## src/rtl/i2c_strap_pkg.sv

```systemverilog
package i2c_strap_pkg;
   localparam int BYTE_W = 8;
   localparam int CNT_W  = $clog2(BYTE_W + 1);

   localparam logic [1:0] STRAP_LOW   = 2'b00;
   localparam logic [1:0] STRAP_FLOAT = 2'b01;
   localparam logic [1:0] STRAP_HIGH  = 2'b10;

   typedef enum logic [2:0] {
      ST_IDLE,
      ST_ADDR,
      ST_AACK,
      ST_RX,
      ST_RACK,
      ST_TX,
      ST_TACK
   } eng_state_t;
endpackage

```

## src/rtl/i2c_line_sync.sv

```systemverilog
module i2c_line_sync #(
   parameter int STAGES = 2
) (
   input  logic clk,
   input  logic rst_n,
   input  logic scl_i,
   input  logic sda_i,
   output logic scl_s,
   output logic sda_s,
   output logic scl_rise,
   output logic scl_fall,
   output logic start_det,
   output logic stop_det
);
   logic [STAGES-1:0] scl_chain;
   logic [STAGES-1:0] sda_chain;
   logic              scl_q;
   logic              sda_q;

   genvar g;
   generate
      for (g = 0; g < STAGES; g++) begin : g_stage
         if (g == 0) begin : g_first
            always_ff @(posedge clk or negedge rst_n) begin
               if (!rst_n) begin
                  scl_chain[0] <= 1'b1;
                  sda_chain[0] <= 1'b1;
               end else begin
                  scl_chain[0] <= scl_i;
                  sda_chain[0] <= sda_i;
               end
            end
         end else begin : g_next
            always_ff @(posedge clk or negedge rst_n) begin
               if (!rst_n) begin
                  scl_chain[g] <= 1'b1;
                  sda_chain[g] <= 1'b1;
               end else begin
                  scl_chain[g] <= scl_chain[g-1];
                  sda_chain[g] <= sda_chain[g-1];
               end
            end
         end
      end
   endgenerate

   always_ff @(posedge clk or negedge rst_n) begin
      if (!rst_n) begin
         scl_q <= 1'b1;
         sda_q <= 1'b1;
      end else begin
         scl_q <= scl_chain[STAGES-1];
         sda_q <= sda_chain[STAGES-1];
      end
   end

   assign scl_s     = scl_chain[STAGES-1];
   assign sda_s     = sda_chain[STAGES-1];
   assign scl_rise  = scl_s & ~scl_q;
   assign scl_fall  = ~scl_s & scl_q;
   assign start_det = scl_s & scl_q & sda_q & ~sda_s;
   assign stop_det  = scl_s & scl_q & ~sda_q & sda_s;
endmodule

```

## src/rtl/i2c_strap_decode.sv

```systemverilog
module i2c_strap_decode
   import i2c_strap_pkg::*;
#(
   parameter logic [6:0] ADDR_HI  = 7'h28,
   parameter logic [6:0] ADDR_FLT = 7'h2A,
   parameter logic [6:0] ADDR_LO  = 7'h2B
) (
   input  logic       clk,
   input  logic       rst_n,
   input  logic [1:0] strap_i,
   output logic [6:0] own_addr
);
   logic [1:0] strap_q;

   always_ff @(posedge clk) begin
      if (!rst_n) strap_q <= strap_i;
   end

   always_comb begin
      unique case (strap_q)
         STRAP_HIGH: own_addr = ADDR_HI;
         STRAP_LOW:  own_addr = ADDR_LO;
         default:    own_addr = ADDR_FLT;
      endcase
   end
endmodule

```

## src/rtl/i2c_byte_engine.sv

```systemverilog
module i2c_byte_engine
   import i2c_strap_pkg::*;
(
   input  logic              clk,
   input  logic              rst_n,
   input  logic              sda_s,
   input  logic              scl_rise,
   input  logic              scl_fall,
   input  logic              start_det,
   input  logic              stop_det,
   input  logic [6:0]        own_addr,
   input  logic              busy_i,
   input  logic [BYTE_W-1:0] tx_data_i,
   output logic              sda_oe,
   output logic [BYTE_W-1:0] rx_data,
   output logic              rx_valid,
   output logic              tx_req,
   output logic              sel,
   output logic              tx_drive
);
   localparam logic [CNT_W-1:0] LAST = CNT_W'(BYTE_W);

   eng_state_t        state;
   logic [BYTE_W-1:0] shreg;
   logic [CNT_W-1:0]  cnt;
   logic              rnw;

   always_ff @(posedge clk or negedge rst_n) begin
      if (!rst_n) begin
         state    <= ST_IDLE;
         shreg    <= '0;
         cnt      <= '0;
         rnw      <= 1'b0;
         sda_oe   <= 1'b0;
         rx_data  <= '0;
         rx_valid <= 1'b0;
         tx_req   <= 1'b0;
         sel      <= 1'b0;
      end else begin
         rx_valid <= 1'b0;
         tx_req   <= 1'b0;
         if (start_det) begin
            state  <= ST_ADDR;
            cnt    <= '0;
            sda_oe <= 1'b0;
            sel    <= 1'b0;
         end else if (stop_det) begin
            state  <= ST_IDLE;
            sda_oe <= 1'b0;
            sel    <= 1'b0;
         end else begin
            unique case (state)
               ST_ADDR: begin
                  if (scl_rise) begin
                     shreg <= {shreg[BYTE_W-2:0], sda_s};
                     cnt   <= cnt + 1'b1;
                  end else if (scl_fall && cnt == LAST) begin
                     if (shreg[BYTE_W-1:1] == own_addr && !busy_i) begin
                        sda_oe <= 1'b1;
                        rnw    <= shreg[0];
                        sel    <= 1'b1;
                        state  <= ST_AACK;
                     end else begin
                        state <= ST_IDLE;
                     end
                  end
               end
               ST_AACK: begin
                  if (scl_rise && rnw) begin
                     tx_req <= 1'b1;
                  end else if (scl_fall) begin
                     cnt <= '0;
                     if (rnw) begin
                        shreg  <= tx_data_i;
                        sda_oe <= ~tx_data_i[BYTE_W-1];
                        state  <= ST_TX;
                     end else begin
                        sda_oe <= 1'b0;
                        state  <= ST_RX;
                     end
                  end
               end
               ST_RX: begin
                  if (scl_rise) begin
                     shreg <= {shreg[BYTE_W-2:0], sda_s};
                     cnt   <= cnt + 1'b1;
                  end else if (scl_fall && cnt == LAST) begin
                     if (!busy_i) begin
                        sda_oe   <= 1'b1;
                        rx_data  <= shreg;
                        rx_valid <= 1'b1;
                        state    <= ST_RACK;
                     end else begin
                        sel   <= 1'b0;
                        state <= ST_IDLE;
                     end
                  end
               end
               ST_RACK: begin
                  if (scl_fall) begin
                     sda_oe <= 1'b0;
                     cnt    <= '0;
                     state  <= ST_RX;
                  end
               end
               ST_TX: begin
                  if (scl_rise) begin
                     cnt <= cnt + 1'b1;
                  end else if (scl_fall) begin
                     if (cnt == LAST) begin
                        sda_oe <= 1'b0;
                        state  <= ST_TACK;
                     end else begin
                        shreg  <= {shreg[BYTE_W-2:0], 1'b0};
                        sda_oe <= ~shreg[BYTE_W-2];
                     end
                  end
               end
               ST_TACK: begin
                  if (scl_rise) begin
                     if (sda_s) begin
                        sel   <= 1'b0;
                        state <= ST_IDLE;
                     end else begin
                        tx_req <= 1'b1;
                     end
                  end else if (scl_fall) begin
                     shreg  <= tx_data_i;
                     sda_oe <= ~tx_data_i[BYTE_W-1];
                     cnt    <= '0;
                     state  <= ST_TX;
                  end
               end
               default: begin
               end
            endcase
         end
      end
   end

   assign tx_drive = (state == ST_TX);
endmodule

```

## src/rtl/i2c_strap_slave.sv

```systemverilog
module i2c_strap_slave
   import i2c_strap_pkg::*;
#(
   parameter int         SYNC_STAGES = 2,
   parameter logic [6:0] ADDR_HI     = 7'h28,
   parameter logic [6:0] ADDR_FLT    = 7'h2A,
   parameter logic [6:0] ADDR_LO     = 7'h2B
) (
   input  logic       clk,
   input  logic       rst_n,
   input  logic       scl_i,
   input  logic       sda_i,
   output logic       sda_oe_o,
   input  logic [1:0] strap_i,
   input  logic       busy_i,
   output logic [7:0] rx_data_o,
   output logic       rx_valid_o,
   input  logic [7:0] tx_data_i,
   output logic       tx_req_o,
   output logic       sel_o
);
   generate
      if (SYNC_STAGES < 2) begin : g_bad_sync
         $error("SYNC_STAGES must be at least 2");
      end
      if (ADDR_HI == 7'h00 || ADDR_FLT == 7'h00 || ADDR_LO == 7'h00) begin : g_bad_gc
         $error("strap addresses must not be the general-call address");
      end
      if (ADDR_HI == ADDR_FLT || ADDR_HI == ADDR_LO || ADDR_FLT == ADDR_LO) begin : g_bad_dup
         $error("strap addresses must be distinct");
      end
   endgenerate

   logic       scl_s, sda_s, scl_rise, scl_fall, start_det, stop_det;
   logic [6:0] own_addr;
   logic       tx_drive;

   i2c_line_sync #(.STAGES(SYNC_STAGES)) sync_i (
      .clk       (clk),
      .rst_n     (rst_n),
      .scl_i     (scl_i),
      .sda_i     (sda_i),
      .scl_s     (scl_s),
      .sda_s     (sda_s),
      .scl_rise  (scl_rise),
      .scl_fall  (scl_fall),
      .start_det (start_det),
      .stop_det  (stop_det)
   );

   i2c_strap_decode #(
      .ADDR_HI  (ADDR_HI),
      .ADDR_FLT (ADDR_FLT),
      .ADDR_LO  (ADDR_LO)
   ) strap_i0 (
      .clk      (clk),
      .rst_n    (rst_n),
      .strap_i  (strap_i),
      .own_addr (own_addr)
   );

   i2c_byte_engine eng_i (
      .clk       (clk),
      .rst_n     (rst_n),
      .sda_s     (sda_s),
      .scl_rise  (scl_rise),
      .scl_fall  (scl_fall),
      .start_det (start_det),
      .stop_det  (stop_det),
      .own_addr  (own_addr),
      .busy_i    (busy_i),
      .tx_data_i (tx_data_i),
      .sda_oe    (sda_oe_o),
      .rx_data   (rx_data_o),
      .rx_valid  (rx_valid_o),
      .tx_req    (tx_req_o),
      .sel       (sel_o),
      .tx_drive  (tx_drive)
   );
endmodule

```

## config.mk

```make
export PLATFORM = sky130hd
export DESIGN_NAME = i2c_strap_slave
export DESIGN_NICKNAME = d
export VERILOG_FILES = /design/src/rtl/i2c_strap_pkg.sv /design/src/rtl/i2c_line_sync.sv /design/src/rtl/i2c_strap_decode.sv /design/src/rtl/i2c_byte_engine.sv /design/src/rtl/i2c_strap_slave.sv
export SDC_FILE = /design/constraint.sdc
export NUM_CORES = 1
export LEC_CHECK = 0
export ABC_AREA = 1
export BUFFER_PORTS_ARGS = -buffer_cell sky130_fd_sc_hd__buf_2
export CORE_MARGIN = 2
export CORE_UTILIZATION = 29
export DETAILED_ROUTE_END_ITERATION = 8
export PLACE_DENSITY = 0.48
export SETUP_SLACK_MARGIN = 0.05
export SKIP_CTS_REPAIR_TIMING = 1
export SYNTH_ARGS = -nofsm -noshare
export SYNTH_HDL_FRONTEND = slang
export SYNTH_SLANG_ARGS = --single-unit
```

## constraint.sdc

```tcl
create_clock -name clk -period 4.46 [get_ports clk]
set_input_delay 0.892 -clock clk [delete_from_list [all_inputs] [get_ports clk]]
set_output_delay 0.892 -clock clk [all_outputs]
set_load 0.02 [all_outputs]
```

==> summary.txt, run 1 <==
Synth
  – Count leader, synth: nand2_1
  – Mean post-synth cell area: between 7 and 8 µm²
  – XOR/XNOR Fraction of Synth Area: 0.00845
  – Synth area leader: dfrtp_1
  – Syn nets: a little under 300
  – Simple-gate area share of the yosys netlist: 0.335
  – Mapped Cells: 280
  – Number of synthesized register bits: 36
  – Syn Std Cell Area: a little over 2000 µm²
  – Compound-gate portion of the synthesized area: 0.110
  – Synth unique cells: 30
  – Synth area leaders: dfrtp_1 (34%), nand2_1 (16%), dfstp_2 (7.6%)
  – EDFF count, synth: 2
  – Post-synthesis mux area share: 0.00966
  – Post-synth top area share: 0.338
  – Synth Area in Adders: 0.0121
  – Register area share after synthesis: 0.443
  – FFs w/ async S/R, synth: 0.944
  – Largest family of logic cells by synthesized area: simple AND/OR/NAND/NOR gates
  – Main flop type after synthesis: dfrtp_1
  – Synth warn: 0
  – Post-synth top cells: nand2_1 (86), inv_1 (30), dfrtp_1 (28), nor2_1 (28), nand3_1 (23)

Power
  – Clock power frac: 0.271
  – Cell Pwr Density: about 490 nW/µm²
  – Comb power frac: 0.347
  – Pint: 729 µW
  – Maximum VDD drop: slightly below 0.2 mV
  – Switching pwr: around 460 µW
  – Reg power frac: 0.381
  – Leak: approximately 1.3 nW
  – Sw Share: 0.385

Critical path
  – Crit path kind: reg -> reg
  – Crit path buf inv count: 2
  – Crit path capture type: register
  – Crit-path leading delay family: simple AND/OR/NAND/NOR gates
  – Worst EP required: ~4600 ps
  – Element type at the critical path start: register
  – Crit-path most repeated cell: nand2_1
  – Slowest stage cell, crit path: dfrtp_1
  – CP max FO: 13
  – Worst endpoint data arrival time: 2120 ps
  – Worst stage delay on the critical path: slightly above 400 ps
  – Worst-path cell chain: inv_1 > ha_1 > nand2_1 > nor2_1 > nand2_1 > nor3_4 > inv_2 > nand2_1 > o21ai_2

CTS
  – H-tree depth: 2
  – Inserted Clock Buffers: 5
  – Clk sinks: 36
  – Clock Tree Root: clkbuf_8
  – TritonCTS clock tree: built
  – CTS Buffer Depth: 2
  – Worst-path clk slew: 70 ps
  – Clock Latency Late Sink: a little under 300 ps

STA
  – Max Slew Vio Count: 0
  – Final period util: 0.436
  – Slew headroom: 0.469
  – Worst slew pin tran: 797 ps
  – Setup ws final: 2510 ps
  – # setup viols final: 0
  – Hold Fails Final Rpt: 0
  – Setup Skew: roughly 8.4 ps
  – TNS Setup: 0 ps
  – Max Clk Rate: between 500 and 600 MHz
  – RSZ-0062 raised after global routing: false
  – Final min period: 1950 ps

Placement
  – Pre-CTS WS: between 2000 and 2500 ps
  – Placed Instances: between 300 and 400
  – Post-DP HPWL: 3660 µm
  – PortBufs: 26
  – RePlAce Congestion: around 0.85

Floorplan
  – Die height: approximately 90 µm
  – Die area: 7840 µm²
  – Die Span X: roughly 89 µm
  – Rows: 30
  – Core Area: about 6900 µm²
  – Starting Density: 0.302
  – Ports: 27

Flow run
  – Number of max-cap violations: 0

Global routing
  – Largest net degree at the start of global routing: 36
  – Global route overflow: 0
  – Overall global routing resource usage: 0.142
  – First-pass GRT wire length: 8590 µm
  – Initial antenna violation count: 0
  – Vias in the first global route: 1,753

Finish
  – Ant diodes: 0
  – Area growth, synth to finish: 16.7%
  – # nets final: around 330
  – Share of cells above drive strength 1: 0.213
  – Layout fillers: 743
  – Final cell count without fillers: 406
  – Area of the multi-input gates: ~1000 µm²
  – Reg area: approximately 900 µm²

Drt
  – DRC viols: 0
  – DR pass1 iterations: 4
  – WL final: around 4900 µm
  – ANT nets after route: 0
  – DR vias/cell: between 4 and 5
  – DR vias: roughly 1,800
  – Avg WL per Cell: 12.0 µm
  – DR iter-0 viols: 85

Min path
  – Hold Path Class: reg -> reg

Outcome
  – Outcome: finished clean
[cell type report]
| cell class | instances | share of cell area |
|---|---|---|
| multi-input cells | 203 | 0.407 |
| flip-flops and latches | 36 | 0.380 |
| inverters | 37 | 0.0575 |
| repair buffers | 26 | 0.0538 |
| well taps | 96 | 0.0497 |
| clock buffers | 7 | 0.0399 |
| clock inverters | 1 | 0.0124 |
[cell usage in the layout (no fill, tap or decap)]
cell / synthesis / layout
nand3_1: 23 / 23
a21boi_0: 1 / 1
dfrtp_1: 28 / 28
o22ai_1: 1 / 1
a21oi_1: 2 / 2
inv_2: 7 / 7
xnor2_1: 1 / 1
nand2_1: 86 / 86
bufinv_16: 0 / 1
mux2i_1: 2 / 2
a211oi_1: 1 / 1
nor3_1: 4 / 4
inv_1: 30 / 30
buf_2: 1 / 26
a22oi_1: 1 / 1
dfstp_2: 6 / 6
o21ai_1: 13 / 13
nand4_4: 1 / 1
nor3_4: 1 / 1
ha_1: 2 / 2
clkbuf_8: 0 / 7
nor2_2: 3 / 3
xor2_1: 1 / 1
o21ai_2: 5 / 5
nor2_1: 28 / 28
nand4_1: 2 / 2
nand2_4: 1 / 1
o21ai_0: 16 / 16
edfxtp_1: 2 / 2
nand2_2: 8 / 8
[worst reg2reg max path, stage by stage, from the launching register on]
cell	delay, ps
dfrtp_1	410
inv_1	90
ha_1	170
nand2_1	60
nor2_1	210
nand2_1	220
nor3_4	320
inv_2	180
nand2_1	120
o21ai_2	50
[power by group through the flow]
| stage | registers [mW] | logic, mW | clock network [mW] |
|---|---|---|---|
| 2_1_floorplan | 0.450 | 0.327 | 0 |
| 3_3_place_gp | 0.459 | 0.413 | 0 |
| 3_5_place_dp | 0.459 | 0.415 | 0 |
| 4_1_cts | 0.452 | 0.417 | 0.332 |
| 5_1_grt | 0.462 | 0.479 | 0.344 |
| 6_report | 0.452 | 0.412 | 0.322 |
[metal layers]
metal | global-route usage | vias up | share of wire
li1 | - | 957 | -
met1 | 0.194 | 821 | 0.49
met2 | 0.226 | 26 | 0.45
met3 | 0.0289 | 8 | 0.034
met4 | 0.0482 | 0 | 0.017
met5 | 0 | - | 0
[per-stage QoR]
| step | hold slack, ps | power [mW] | util | area [µm²] |
|---|---|---|---|---|
| floorplan | 345 | 0.776 | - | 2070 |
| global placement | 345 | 0.872 | 0.334 | 2290 |
| detailed placement | 348 | 0.874 | 0.334 | 2290 |
| CTS | 359 | 1.20 | 0.352 | 2420 |
| global route | 362 | 1.28 | 0.352 | 2420 |
| finish | 359 | 1.19 | 0.352 | 2420 |
[cell families after synthesis]
family          count (synthesis)
xor+xnor                        2
buf+inv                        41
mux                             2
simple gates                  157
compound gates                 40
fa+ha+maj                       2
flops                          36
[worst paths after layout]
kind,from,endpoint,slack [ps],cells after the start
setup / recovery,eng_i.cnt[0]$_DFFE_PN0P_,eng_i.rx_data[3]$_DFFE_PN0P_,2510,9
hold / removal,sync_i.scl_chain[0]$_DFF_PN1_,sync_i.scl_s$_DFF_PN1_,360,0
setup reg to reg,eng_i.cnt[0]$_DFFE_PN0P_,eng_i.rx_data[3]$_DFFE_PN0P_,2510,9
hold reg to reg,sync_i.scl_chain[0]$_DFF_PN1_,sync_i.scl_s$_DFF_PN1_,360,0
max in group asynchronous,rst_n,eng_i.shreg[3]$_DFFE_PN0P_,3260,1
min in group asynchronous,rst_n,eng_i.cnt[3]$_DFFE_PN0P_,680,1
[registers in the layout, indices dropped and copies added (netlist names)]
name              flops
eng_i.cnt             4
sync_i.scl_q          1
eng_i.rx_data         8
sync_i.sda_chain      1
sync_i.scl_chain      1
eng_i.rnw             1
eng_i.sda_oe          1
sync_i.sda_q          1
sync_i.sda_s          1
eng_i.rx_valid        1
eng_i.tx_req          1
eng_i.state           3
eng_i.sel             1
strap_i0.strap_q      2
eng_i.shreg           8
sync_i.scl_s          1
Power figures use the tool's default switching activity.
==> run 2, diff against run 1 <==
Settings changed: ABC_AREA 1 to 0, PLACE_DENSITY 0.48 to 0.5.
Clock period 4.46 ns to 1.66 ns, I/O delays scaled along.
==> run 2 against run 1 <==
  * The flow now finishes with violations (setup timing)
  * Count of clock-buffer cells in the layout grew 1
  * First-iteration DRC count down 8.2%
  * Synthesized cell count is 36% lower
  * Cell count fell by 13%
  * Combinational power increased by 31%
  * Register-to-register slack got worse by 2800 ps
  * Worst setup slack worse by 2800 ps
==> summary.txt, run 2 <==
Outcome
  – Outcome: finished with violations
  – Failing checks: setup timing

Critical path
  – Worst reg-to-reg path cell count: 9
  – CP max FO: 8
  – Crit path capture type: register
  – Crit path to: eng_i.shreg[7]$_DFFE_PN0P_
  – Worst EP required: 1840 ps
  – Flop-to-flop setup slack: -240 ps
  – Element type at the critical path start: register
  – Crit path kind: reg -> reg
  – Worst Setup SP: eng_i.cnt[0]$_DFFE_PN0P_
  – Critical R2R Launch: eng_i.cnt[0]$_DFFE_PN0P_
  – Reg-to-reg endpoint: eng_i.shreg[7]$_DFFE_PN0P_
  – Worst endpoint data arrival time: ~2100 ps

Synth
  – Post-synth top area share: 0.365
  – Syn nets: just under 200
  – Post-synth top cells: dfrtp_1 (28), nand2_1 (22), mux2_2 (16)
  – Syn Std Cell Area: around 1900 µm²
  – FFs w/ async S/R, synth: 0.944
  – Mapped Cells: approximately 180
  – Register area share after synthesis: 0.478
  – Mean post-synth cell area: between 10 and 15 µm²
  – EDFF count, synth: 2
  – Synth area leader: dfrtp_1
  – Main flop type after synthesis: dfrtp_1
  – Count leader, synth: dfrtp_1
  – Number of synthesized register bits: 36
  – Synth area leaders: dfrtp_1 (36%), mux2_2 (9.4%), dfstp_2 (8.2%)
  – Synth warn: 0
  – Synth unique cells: between 40 and 50

CTS
  – Clock Tree Root: clkbuf_8
  – Inserted Clock Buffers: 5
  – H-tree depth: 2
  – Clk sinks: 36
  – Clock Latency Late Sink: 290 ps
  – TritonCTS clock tree: built
  – CTS Buffer Depth: 2
  – Worst-path clk slew: approximately 70 ps

STA
  – Max Slew Vio Count: 0
  – Worst slew pin tran: ~460 ps
  – TNS Setup: -3800 ps
  – Final period util: 1.15
  – Hold Fails Final Rpt: 0
  – Max Clk Rate: 526 MHz
  – Slew headroom: 0.691
  – Setup Skew: 7.20 ps
  – Setup ws final: -243 ps
  – # setup viols final: 22
  – Final min period: roughly 1900 ps
  – RSZ-0062 raised after global routing: true

Finish
  – Post-route cell area: between 2000 and 3000 µm²
  – Top Registers: eng_i.rx_data: 8 flops, eng_i.shreg: 8 flops, eng_i.cnt: 4 flops
  – Layout fillers: between 600 and 700
  – Final cell count without fillers: 352
  – Share of cells above drive strength 1: 0.549
  – Ant diodes: 0
  – # nets final: 291
  – Commonest non-fill, non-tap cell in the layout: buf_4
  – Area growth, synth to finish: 55.9%
  – Most frequent cells in the layout: buf_4 (56), dfrtp_1 (26), buf_2 (26), nand2_1 (22), mux2_4 (15)

Drt
  – Avg WL per Cell: around 14 µm
  – DR pass1 iterations: 4
  – DR vias: between 1,500 and 2,000
  – DR iter-0 viols: 78
  – ANT nets after route: 0
  – DRC viols: 0
  – WL final: about 5000 µm
  – DR vias/cell: 4.84

Floorplan
  – Core Area: between 6000 and 7000 µm²
  – Ports: 27
  – Starting Density: 0.301
  – Die Span X: roughly 85 µm
  – Die area: 7290 µm²
  – Die height: between 80 and 90 µm
  – Rows: 29

Global routing
  – Global route overflow: 0
  – Largest net degree at the start of global routing: 35
  – Vias in the first global route: between 1,500 and 2,000
  – First-pass GRT wire length: a little under 8000 µm
  – Overall global routing resource usage: 0.139
  – Initial antenna violation count: 0

Placement
  – Post-DP HPWL: 3670 µm
  – Placed inst area: approximately 2700 µm²
  – PortBufs: 26
  – Placed Instances: about 330
  – RePlAce Congestion: approximately 0.79

Power
  – Leak: ~1.4 nW
  – Cell Pwr Density: 769 nW/µm²
  – Maximum VDD drop: approximately 0.44 mV
  – Total power: about 2.3 mW

Min path
  – Hold Path Class: in -> async

Flow run
  – Number of max-cap violations: 0
run 2: changes by cell type after synthesis, moves of 5 or more:
cell and change:
o21ai_2 -5, nand2_1 -64, o21ai_1 -12, a22o_1 +5
o21ai_0 -6, nor2_1 -21, inv_1 -20, mux2_2 +16
nand2_2 -8, nand3_1 -18, inv_2 -7
run 2: final cells by class:
type / count / area (µm²) / area share
tap: 77 / 96.3 / 0.0322
multi-input combinational: 128 / 1120 / 0.373
timing repair buffer: 93 / 723 / 0.241
clock buffer: 8 / 100 / 0.0334
sequential: 36 / 921 / 0.307
inverter: 10 / 37.5 / 0.0125
run 2: metal layers:
metal	global-route usage	share of wire
met1	0.195	0.48
met2	0.207	0.46
met3	0.0331	0.037
met4	0.0563	0.017
met5	0	0
run 2: power breakdown:
group,leakage (nW),internal (mW),switching [mW]
clock network,0.0515,0.379,0.320
registers,0.456,0.983,0.0844
logic,0.919,0.315,0.225
run 2: cells by family (layout without fill, tap and decap cells):
group,after synthesis,in the layout,synth area share
multiplexers,22,22,0.125
AND/OR/NAND/NOR,61,61,0.191
AO/OA/AOI/OAI,42,42,0.156
adder cells (fa/ha/maj),2,2,0.0130
XOR/XNOR,1,1,0.00456
flip-flops,36,36,0.478
buffers and inverters,15,111,0.0326
run 2: worst min path at each step:
stage / start / end / slack [ps] / cells past startpoint
floorplan: rst_n / eng_i.cnt[0]$_DFFE_PN0P_ / 40 / 0
global placement: sync_i.sda_chain[0]$_DFF_PN1_ / sync_i.sda_s$_DFF_PN1_ / 350 / 0
detailed placement: sync_i.scl_chain[0]$_DFF_PN1_ / sync_i.scl_s$_DFF_PN1_ / 350 / 0
CTS: scl_i / sync_i.scl_chain[0]$_DFF_PN1_ / 130 / 1
global route: scl_i / sync_i.scl_chain[0]$_DFF_PN1_ / 120 / 1
finish: rst_n / eng_i.rx_valid$_DFF_PN0_ / 140 / 2
run 2: stage by stage:
| step | worst slack, ps | hold WS [ps] | utilization |
|---|---|---|---|
| floorplan | -141 | 36.4 | - |
| global placement | -179 | 346 | 0.415 |
| detailed placement | -271 | 347 | 0.415 |
| CTS | -266 | 127 | 0.431 |
| global route | -335 | 123 | 0.469 |
| finish | -243 | 136 | 0.469 |
run 2: critical path, cell delays in order, from the launching register on:
cell and delay [ps]:
dfrtp_1 390, inv_2 70, ha_4 150, and3b_2 220, buf_6 120, o21ai_2 140
a22oi_2 90, o22ai_4 160, buf_12 160, mux2_4 300
==> run 3, diff against run 2 <==
==> constraint.sdc (replaced) <==
create_clock -name clk -period 1.66 [get_ports clk]
set_input_delay 0.166 -clock clk [delete_from_list [all_inputs] [get_ports clk]]
set_output_delay 0.166 -clock clk [all_outputs]
set_load 0.02 [all_outputs]
==> run 3 against run 2 <==
  * The flow still finishes with violations (setup timing)
  * Worst setup slack gained 56 ps
  * Register-to-register slack gained 60 ps
  * Critical endpoint is now eng_i.rnw$_DFFE_PN0P_
  * Sequential power is essentially flat
  * Clock skew grew 5.8 ps
  * Sequential cell count is the same
  * Sequential share of layout area grew 0.86 points
  * Worst hold slack lost 83 ps
==> summary.txt, run 3 (synthesized netlist as in run 2, its figures left out) <==
Finish
  – Top Registers: eng_i.rx_data: 8 flops, eng_i.shreg: 8 flops, eng_i.cnt: 4 flops
  – Final cell count without fillers: roughly 350
  – # nets final: 288
  – Share of cells above drive strength 1: 0.529
  – Area growth, synth to finish: 51.9%
  – Area of the multi-input gates: ~1100 µm²
  – Most frequent cells in the layout: buf_4 (58), buf_2 (26), dfrtp_1 (25), nand2_1 (22), mux2_4 (16)
  – Commonest non-fill, non-tap cell in the layout: buf_4
  – Layout fillers: roughly 610
  – Reg area: 922 µm²
  – Ant diodes: 0

Critical path
  – Worst stage delay on the critical path: slightly below 400 ps
  – Element type at the critical path start: register
  – Slowest stage cell, crit path: dfrtp_1
  – Crit path buf inv count: 1
  – Worst-path cell chain: inv_2 > ha_2 > and3b_2 > nand2b_4 > or3_4 > nor3_4 > mux2_4
  – CP max FO: 3
  – Worst endpoint data arrival time: between 2000 and 2500 ps
  – Crit path capture type: register
  – Crit path kind: reg -> reg
  – Worst EP required: 1840 ps
  – Crit-path leading delay family: simple AND/OR/NAND/NOR gates

Global routing
  – Vias in the first global route: approximately 1,600
  – GRT Max-Usage Layer: met2
  – Overall global routing resource usage: 0.148
  – Global route overflow: 0
  – Met2 usage: 0.223
  – Largest net degree at the start of global routing: 24
  – Grt met1 use: 0.209
  – Initial antenna violation count: 0
  – Routing usage on met3: 0.0418
  – First-pass GRT wire length: about 8300 µm

Placement
  – Post-DP HPWL: ~3800 µm
  – PortBufs: 26
  – RePlAce Congestion: 0.842
  – Placed Instances: ~330

STA
  – RSZ-0062 raised after global routing: true
  – Max Clk Rate: around 540 MHz
  – Slew headroom: 0.705
  – # setup viols final: 20
  – Worst slew pin tran: 437 ps
  – Hold Fails Final Rpt: 0
  – Final period util: 1.11
  – Final min period: between 1500 and 2000 ps
  – Max Slew Vio Count: 0
  – TNS Setup: -2350 ps
  – Setup Skew: roughly 13 ps
  – Setup ws final: -187 ps

CTS
  – Clock Latency Late Sink: roughly 300 ps
  – Inserted Clock Buffers: 5
  – Clk sinks: 36
  – CTS Buffer Depth: 2
  – TritonCTS clock tree: built
  – H-tree depth: 2
  – Worst-path clk slew: around 70 ps
  – Clock Tree Root: clkbuf_8

Drt
  – DR vias/cell: around 4.7
  – DR iter-0 viols: 67
  – Avg WL per Cell: about 14 µm
  – DR vias: roughly 1,700
  – DR pass1 iterations: 4
  – DRC viols: 0
  – WL final: 5060 µm
  – ANT nets after route: 0

Floorplan
  – Ports: 27
  – Die height: about 85 µm
  – Die area: between 7000 and 8000 µm²
  – Rows: 29
  – Die Span X: about 85 µm
  – Starting Density: 0.301
  – Core Area: 6390 µm²

Min path
  – Hold Path Class: in -> reg

Flow run
  – Number of max-cap violations: 0

Outcome
  – Outcome: finished with violations
  – Failing checks: setup timing

Power
  – Cell Pwr Density: 780 nW/µm²
  – Maximum VDD drop: 0.474 mV
  – Leak: 1.38 nW
## run 3: cell types whose count changed in the layout (fill, tap and decap cells not counted), sizes merged
cell / change
dlygate4sd3: +3
buf: -5
clkbuf: -1
## run 3: routing by layer
metal	wire [µm]	vias to the layer above
met3	179	2
met2	2390	37
met4	30	0
li1	-	831
met1	2460	782
met5	0	-
## run 3: worst reg2reg max path, stage by stage (launching register included)
cell and delay, ps:
dfrtp_1 390, inv_2 60, ha_2 160, and3b_2 230, nand2b_4 70, or3_4 350
nor3_4 150, mux2_4 310
## run 3: final cells by class
type	count	area share
clock buffers	8	0.0309
inverters	10	0.0129
multi-input cells	128	0.386
flip-flops and latches	36	0.316
well taps	77	0.0330
repair buffers	90	0.222
## run 3: final timing paths
kind / depth (start not counted) / slack [ps] / from / endpoint
worst max-delay path: 7 / -190 / eng_i.cnt[0]$_DFFE_PN0P_ / eng_i.rnw$_DFFE_PN0P_
worst min-delay path: 1 / 50 / strap_i[1] / strap_i0.strap_q[1]$_DFFE_PN_
worst max register to register: 7 / -190 / eng_i.cnt[0]$_DFFE_PN0P_ / eng_i.rnw$_DFFE_PN0P_
worst min register to register: 0 / 360 / sync_i.sda_chain[0]$_DFF_PN1_ / sync_i.sda_s$_DFF_PN1_
max in group asynchronous: 3 / 690 / rst_n / sync_i.scl_q$_DFF_PN1_
min in group asynchronous: 2 / 290 / rst_n / eng_i.sel$_DFFE_PN0P_
## run 3: per-stage QoR
| step | hold WS [ps] | power [mW] | worst slack (ps) | utilization | area (µm²) |
|---|---|---|---|---|---|
| floorplan | -130 | 1.30 | -141 | - | 1970 |
| global placement | 85.3 | 1.57 | -196 | 0.411 | 2630 |
| detailed placement | 87.5 | 1.58 | -217 | 0.411 | 2630 |
| CTS | -240 | 2.26 | -222 | 0.425 | 2720 |
| global route | 28.8 | 2.41 | -258 | 0.457 | 2920 |
| finish | 52.7 | 2.28 | -187 | 0.457 | 2920 |
## run 3: report_power, final
group	total (mW)	switching [mW]	internal, mW	leakage, nW
combinational	0.549	0.223	0.326	0.880
sequential	1.06	0.0791	0.983	0.454
clock	0.666	0.327	0.339	0.0455
